[src/rtl/spi_pkg.sv]
`timescale 1ns/1ps
package spi_pkg;
  localparam int DW    = 8;            // byte width
  localparam int CW    = $clog2(DW);   // bit counter width
  localparam int EDGES = 2 * DW;       // sck transitions per byte
  localparam int EW    = $clog2(EDGES);

  typedef enum logic [1:0] {
    REG_CTRL = 2'd0,
    REG_STAT = 2'd1,
    REG_DATA = 2'd2
  } reg_sel_e;

  localparam int B_IE   = 7;
  localparam int B_EN   = 6;
  localparam int B_MST  = 4;
  localparam int B_CPOL = 3;
  localparam int B_CPHA = 2;
  localparam int B_DONE = 7;
  localparam int B_WCOL = 6;
endpackage

[src/rtl/spi_sync.sv]
`timescale 1ns/1ps
module spi_sync #(
  parameter int           W   = 1,
  parameter logic [W-1:0] RST = '0
) (
  input  logic         clk_i,
  input  logic         rst_ni,
  input  logic [W-1:0] d_i,
  output logic [W-1:0] q_o
);
  logic [W-1:0] s1_q, s2_q;

  always_ff @(posedge clk_i or negedge rst_ni) begin
    if (!rst_ni) begin
      s1_q <= RST;
      s2_q <= RST;
    end else begin
      s1_q <= d_i;
      s2_q <= s1_q;
    end
  end

  assign q_o = s2_q;
endmodule

[src/rtl/spi_sck_gen.sv]
`timescale 1ns/1ps
module spi_sck_gen
  import spi_pkg::*;
(
  input  logic clk_i,
  input  logic rst_ni,
  input  logic start_i,
  input  logic cpol_i,
  output logic run_o,
  output logic lead_o,
  output logic trail_o,
  output logic sck_o
);
  logic          run_q, ph_q, sck_q;
  logic [EW-1:0] ecnt_q;
  logic          tick;

  // one sck transition every second system clock: fixed divide-by-4
  assign tick = run_q & ph_q;

  always_ff @(posedge clk_i or negedge rst_ni) begin
    if (!rst_ni) begin
      run_q  <= 1'b0;
      ph_q   <= 1'b0;
      sck_q  <= 1'b0;
      ecnt_q <= '0;
    end else if (start_i) begin
      run_q  <= 1'b1;
      ph_q   <= 1'b0;
      ecnt_q <= '0;
      sck_q  <= cpol_i;
    end else if (run_q) begin
      ph_q <= ~ph_q;
      if (ph_q) begin
        sck_q  <= ~sck_q;
        ecnt_q <= ecnt_q + EW'(1);
        if (ecnt_q == EW'(EDGES - 1)) run_q <= 1'b0;
      end
    end else begin
      sck_q <= cpol_i;
    end
  end

  assign run_o   = run_q;
  assign lead_o  = tick & ~ecnt_q[0];
  assign trail_o = tick &  ecnt_q[0];
  assign sck_o   = sck_q;
endmodule

[src/rtl/spi_port.sv]
`timescale 1ns/1ps
module spi_port
  import spi_pkg::*;
(
  input  logic          clk_i,
  input  logic          rst_ni,
  input  logic [1:0]    addr_i,
  input  logic          wr_i,
  input  logic          rd_i,
  input  logic [DW-1:0] wdata_i,
  output logic [DW-1:0] rdata_o,
  output logic          irq_o,
  output logic          sck_o,
  input  logic          sck_i,
  input  logic          ss_ni,
  output logic          mosi_o,
  input  logic          mosi_i,
  output logic          miso_o,
  input  logic          miso_i
);
  logic ie_q, en_q, mst_q, cpol_q, cpha_q;
  logic wr_ctrl, wr_data, rd_stat, rd_data;

  assign wr_ctrl = wr_i && (addr_i == REG_CTRL);
  assign wr_data = wr_i && (addr_i == REG_DATA);
  assign rd_stat = rd_i && (addr_i == REG_STAT);
  assign rd_data = rd_i && (addr_i == REG_DATA);

  always_ff @(posedge clk_i or negedge rst_ni) begin
    if (!rst_ni) begin
      ie_q <= 1'b0; en_q <= 1'b0; mst_q <= 1'b0; cpol_q <= 1'b0; cpha_q <= 1'b0;
    end else if (wr_ctrl) begin
      ie_q   <= wdata_i[B_IE];
      en_q   <= wdata_i[B_EN];
      mst_q  <= wdata_i[B_MST];
      cpol_q <= wdata_i[B_CPOL];
      cpha_q <= wdata_i[B_CPHA];
    end
  end

  // slave pins: {sck, ss_n, mosi}
  logic [2:0] sync_q;
  logic       sck_s, ss_s, mosi_s;

  spi_sync #(.W(3), .RST(3'b010)) u_sync (
    .clk_i (clk_i),
    .rst_ni(rst_ni),
    .d_i   ({sck_i, ss_ni, mosi_i}),
    .q_o   (sync_q)
  );
  assign sck_s  = sync_q[2];
  assign ss_s   = sync_q[1];
  assign mosi_s = sync_q[0];

  logic slv_sel, mst_run, busy, start, sload, coll;
  logic g_lead, g_trail, g_sck;

  assign slv_sel = en_q & ~mst_q & ~ss_s;
  assign busy    = mst_run | slv_sel;
  assign start   = wr_data & en_q &  mst_q & ~busy;
  assign sload   = wr_data & en_q & ~mst_q & ~busy;
  assign coll    = wr_data & en_q & busy;

  spi_sck_gen u_gen (
    .clk_i  (clk_i),
    .rst_ni (rst_ni),
    .start_i(start),
    .cpol_i (cpol_q),
    .run_o  (mst_run),
    .lead_o (g_lead),
    .trail_o(g_trail),
    .sck_o  (g_sck)
  );

  logic sck_prev_q, s_edge, s_lead, s_trail;
  always_ff @(posedge clk_i or negedge rst_ni) begin
    if (!rst_ni) sck_prev_q <= 1'b0;
    else         sck_prev_q <= sck_s;
  end
  assign s_edge  = slv_sel & (sck_s ^ sck_prev_q);
  assign s_lead  = s_edge & (sck_prev_q == cpol_q);
  assign s_trail = s_edge & (sck_prev_q != cpol_q);

  logic lead, trail, smp, drv, din;
  assign lead  = mst_q ? g_lead  : s_lead;
  assign trail = mst_q ? g_trail : s_trail;
  assign smp   = cpha_q ? trail : lead;
  assign drv   = cpha_q ? lead  : trail;
  assign din   = mst_q ? miso_i : mosi_s;

  logic [DW-1:0] sh_q, rbuf_q;
  logic [CW-1:0] bit_cnt;
  logic          out_q, done_q, wcol_q, armed_q, done_evt, clr;

  assign done_evt = smp && (bit_cnt == CW'(DW - 1));
  assign clr      = armed_q & (wr_data | rd_data);

  always_ff @(posedge clk_i or negedge rst_ni) begin
    if (!rst_ni) begin
      sh_q    <= '0;
      out_q   <= 1'b0;
      bit_cnt <= '0;
      rbuf_q  <= '0;
    end else begin
      if (start || sload)  sh_q <= wdata_i;
      else if (smp)        sh_q <= {sh_q[DW-2:0], din};

      if (start || sload)  out_q <= wdata_i[DW-1];
      else if (drv)        out_q <= sh_q[DW-1];

      if (start || (!mst_q && !slv_sel)) bit_cnt <= '0;
      else if (smp)                      bit_cnt <= bit_cnt + CW'(1);

      if (done_evt) rbuf_q <= {sh_q[DW-2:0], din};
    end
  end

  // flag set beats a coincident clear
  always_ff @(posedge clk_i or negedge rst_ni) begin
    if (!rst_ni) begin
      done_q  <= 1'b0;
      wcol_q  <= 1'b0;
      armed_q <= 1'b0;
    end else begin
      if (done_evt) done_q <= 1'b1;
      else if (clr) done_q <= 1'b0;

      if (coll)     wcol_q <= 1'b1;
      else if (clr) wcol_q <= 1'b0;

      if (rd_stat && (done_q || wcol_q)) armed_q <= 1'b1;
      else if (wr_data || rd_data)       armed_q <= 1'b0;
    end
  end

  always_comb begin
    rdata_o = '0;
    case (reg_sel_e'(addr_i))
      REG_CTRL: begin
        rdata_o[B_IE]   = ie_q;
        rdata_o[B_EN]   = en_q;
        rdata_o[B_MST]  = mst_q;
        rdata_o[B_CPOL] = cpol_q;
        rdata_o[B_CPHA] = cpha_q;
      end
      REG_STAT: begin
        rdata_o[B_DONE] = done_q;
        rdata_o[B_WCOL] = wcol_q;
      end
      REG_DATA: rdata_o = rbuf_q;
      default:  rdata_o = '0;
    endcase
  end

  assign irq_o  = ie_q & done_q;
  assign sck_o  = g_sck;
  assign mosi_o =  mst_q & out_q;
  assign miso_o = ~mst_q & out_q;
endmodule

[config.mk]
export PLATFORM = sky130hd
export DESIGN_NAME = spi_port
export DESIGN_NICKNAME = d
export VERILOG_FILES = /design/src/rtl/spi_pkg.sv /design/src/rtl/spi_sync.sv /design/src/rtl/spi_sck_gen.sv /design/src/rtl/spi_port.sv
export SDC_FILE = /design/constraint.sdc
export NUM_CORES = 1
export LEC_CHECK = 0
export ABC_AREA = 1
export BUFFER_PORTS_ARGS = -buffer_cell sky130_fd_sc_hd__buf_2
export CORE_MARGIN = 5
export CORE_UTILIZATION = 50
export CTS_CLUSTER_SIZE = 28
export DETAILED_ROUTE_END_ITERATION = 6
export PLACE_DENSITY = 0.8
export SLEW_MARGIN = 25
export SYNTH_ARGS = -nofsm -noshare
export SYNTH_HDL_FRONTEND = slang
export SYNTH_SLANG_ARGS = --single-unit
[constraint.sdc]
create_clock -name clk_i -period 2 [get_ports clk_i]
set_clock_uncertainty 0.15 [all_clocks]
set_input_delay 0.4 -clock clk_i [delete_from_list [all_inputs] [get_ports clk_i]]
set_output_delay 0.4 -clock clk_i [all_outputs]
set_load 0.05 [all_outputs]
==> run summary <==
status -> finished clean
via count -> 1777
reg2reg start -> mst_q
CP Launch Type -> flip-flop
Final min period -> 1927 ps
most used routing layer in global routing -> met2
final hold vios -> 0
wire per inst -> 12.88 um
Final Total Pwr -> 2.701 mW
CP max FO -> 4
pwr dens -> 1118 nW/um2
number of CTS-inserted buffers -> 5
Sink Count -> 42
Max Cap Viol -> 0
hold slack -> 48.92 ps
Synth Instances -> 254
share of layout cells above drive strength 1 -> 20.21%
synthesized area per cell -> 8.153 um2
most common cell after layout, fill and taps aside -> nand2_1
fin area -> 2415 um2
Max VDD drop -> 0.0007044 V
port buffer count -> 29
Pleak -> 1.356 nW
Clk pin slew, worst setup/hold paths -> 70 ps
element type at the critical path end -> output port
ant diodes -> 0
global-route wire length before repair -> 7.596 mm
Crit-path slowest cell -> dfrtp_1
Sequential Area -> 1054 um2
gr usage total -> 18.09%
FF+latch count, synth -> 42
arrival time at the worst endpoint -> 1380 ps
final core utilization -> 60.37%
post-synth cell types -> 28
core area -> 4000 um2
first-pass iteration count of the detailed router -> 4
Critical path buffers and inverters -> 2
Final period util -> 96.33%
R2R cell count -> 9
DP Wirelength -> 3.385 mm
Post-DP Area -> 2296 um2
drt drc -> 0
hold_sp -> ss_ni
die height -> 74.36 um
Area Growth Syn to Fin -> 16.62%
met3 usage -> 4.189%
Final WS setup -> 73.34 ps
Synth Cell Area -> 2071 um2
routability congestion estimate -> 0.8982
CP top delay family -> flip-flops
multi-input combinational cell area -> 882.1 um2
worst hold stages -> 1
drt via density -> 5.196
Mapped Nets -> 275
most frequent cells in the layout -> 98 x nand2_1, 40 x dfrtp_1, 29 x buf_2
fin nets -> 312
number of cell rows -> 23
Horiz. Die Dim -> 74.36 um
CTS tree -> done
vias in the first global route -> 1694
Ys Warns -> 0
endpoints failing setup -> 0
Hold WC Path Type -> in -> reg
sequential area share after synthesis -> 50.88%
H-tree level count -> 2
unrepaired setup endpoints after global routing -> no
met2 usage in global routing -> 29.23%
clock root buffer -> clkbuf_8
post-route ant nets -> 0
Setup WS pre-CTS -> 149.2 ps
DRT iter0 DRCs -> 127
Worst R2R Setup Slack -> 250 ps
WP data required -> 1450 ps
reg2reg end -> sh_q[7]
Worst Path Class, Setup -> reg -> out
f_max -> 0.5190 GHz
largest net degree at the start of global routing -> 25
GR Util met1 -> 23.79%
Rel. slew slack -> 70.33%
slowest stage delay, CP -> 440 ps
number of antenna violations at the first check in global routing -> 0
Worst-Margin Slew -> 445.1 ps
clk_lat worst skew -> 300 ps
fill count -> 363
Routed WL -> 4.405 mm
Initial Util -> 51.77%
maximum root-to-sink buffer count -> 2
global route overflow -> 0
WHS Endpoint -> u_sync.s1_q[1]
cell chain of the critical path -> inv_1 -> o21ai_0 -> buf_2
die area -> 5529 um2
Pins Over Slew Limit -> 0
I/O Pins -> 30
metrics by stage:
stage,TNS (ps),cells
floorplan,-1060,254
global placement,0,333
detailed placement,0,333
CTS,0,342
global route,0,342
finish,0,342
flip-flops by register name, indices dropped and copies added, names as in the netlist, 3 cells and up:
signal / count
u_sync.s1_q: 3
u_sync.q_o: 3
bit_cnt: 3
rbuf_q: 8
u_gen.ecnt_q: 4
sh_q: 8
logic make-up after synthesis:
logic type | count (synthesis) | share of synthesized area (%)
fa+ha+maj | 3 | 1.813
flops | 42 | 50.88
compound gates | 25 | 6.888
buf+inv | 33 | 6.525
xor+xnor | 1 | 0.4230
simple gates | 149 | 32.93
mux | 1 | 0.5438
how the worst max path moves through the flow:
stage          cells after the start         end      start  slack, ps
6_report                           3  rdata_o[2]     cpha_q         70
5_1_grt                            3  rdata_o[4]      mst_q         40
4_1_cts                            3  rdata_o[2]     cpha_q        100
3_5_place_dp                       7  rdata_o[7]  addr_i[0]        150
3_3_place_gp                       5  rdata_o[4]  addr_i[1]        150
2_1_floorplan                      3  rdata_o[2]  addr_i[1]       -270
area by class of cell:
cell class | instances | area share, %
Tap cell | 50 | 2.591
Timing Repair Buffer | 34 | 8.187
Clock inverter | 3 | 1.658
Inverter | 29 | 4.560
Sequential cell | 42 | 43.63
Clock buffer | 5 | 2.850
Multi-Input combinational cell | 179 | 36.53
power breakdown:
group,internal (mW),leakage [nW],total [mW],switching [mW]
combinational,0.268,0.766,0.792,0.524
sequential,1.06,0.533,1.25,0.188
clock,0.367,0.0579,0.656,0.289
layer usage:
metal  share of wire (%)  vias to the layer above  routed length, um
met5                   0                        -                  0
met2                  47                       43               2063
met3                 5.9                        5                258
li1                    -                      890                  -
met4                 1.2                        0                 55
met1                  46                      839               2028
Yosys cell counts:
cell / count / area share, %
nand2_1: 98 / 18
dfrtp_1: 40 / 48
inv_1: 27 / 4.9
nand3_1: 18 / 4.4
o21ai_0: 17 / 4.1
nand4_1: 10 / 3.0
nor2_1: 10 / 1.8
nand2_2: 4 / 1.2
nand3_2: 4 / 1.9
a21oi_1: 3 / 0.72
ha_1: 3 / 1.8
buf_2: 2 / 0.48
dfstp_2: 2 / 2.5
nand3_4: 2 / 1.7
a21o_2: 1 / 0.42
buf_6: 1 / 0.54
clkbuf_1: 1 / 0.18
clkinv_2: 1 / 0.24
inv_2: 1 / 0.18
mux2_2: 1 / 0.54
nand2_4: 1 / 0.54
nor2_2: 1 / 0.30
o2111ai_1: 1 / 0.42
o211ai_1: 1 / 0.36
o221ai_1: 1 / 0.42
o311ai_0: 1 / 0.42
or2_1: 1 / 0.30
xor2_1: 1 / 0.42
worst reg2reg max path: stages (launching register included):
cell and delay (ps):
dfrtp_1 460, inv_2 150, nand2_2 70, nor2_2 150
nand3_2 130, nand3_4 150, nand2_4 140, nand2_2 170
nand2_1 70, nand2_1 60
what timing repair did:
item / CTS / global route
hold buffers: 1 / 0
resized for setup: 0 / 0
buffers inserted: 0 / 0
endpoints found under the hold margin: 16 / 0
(Power assumes the default switching activity.)
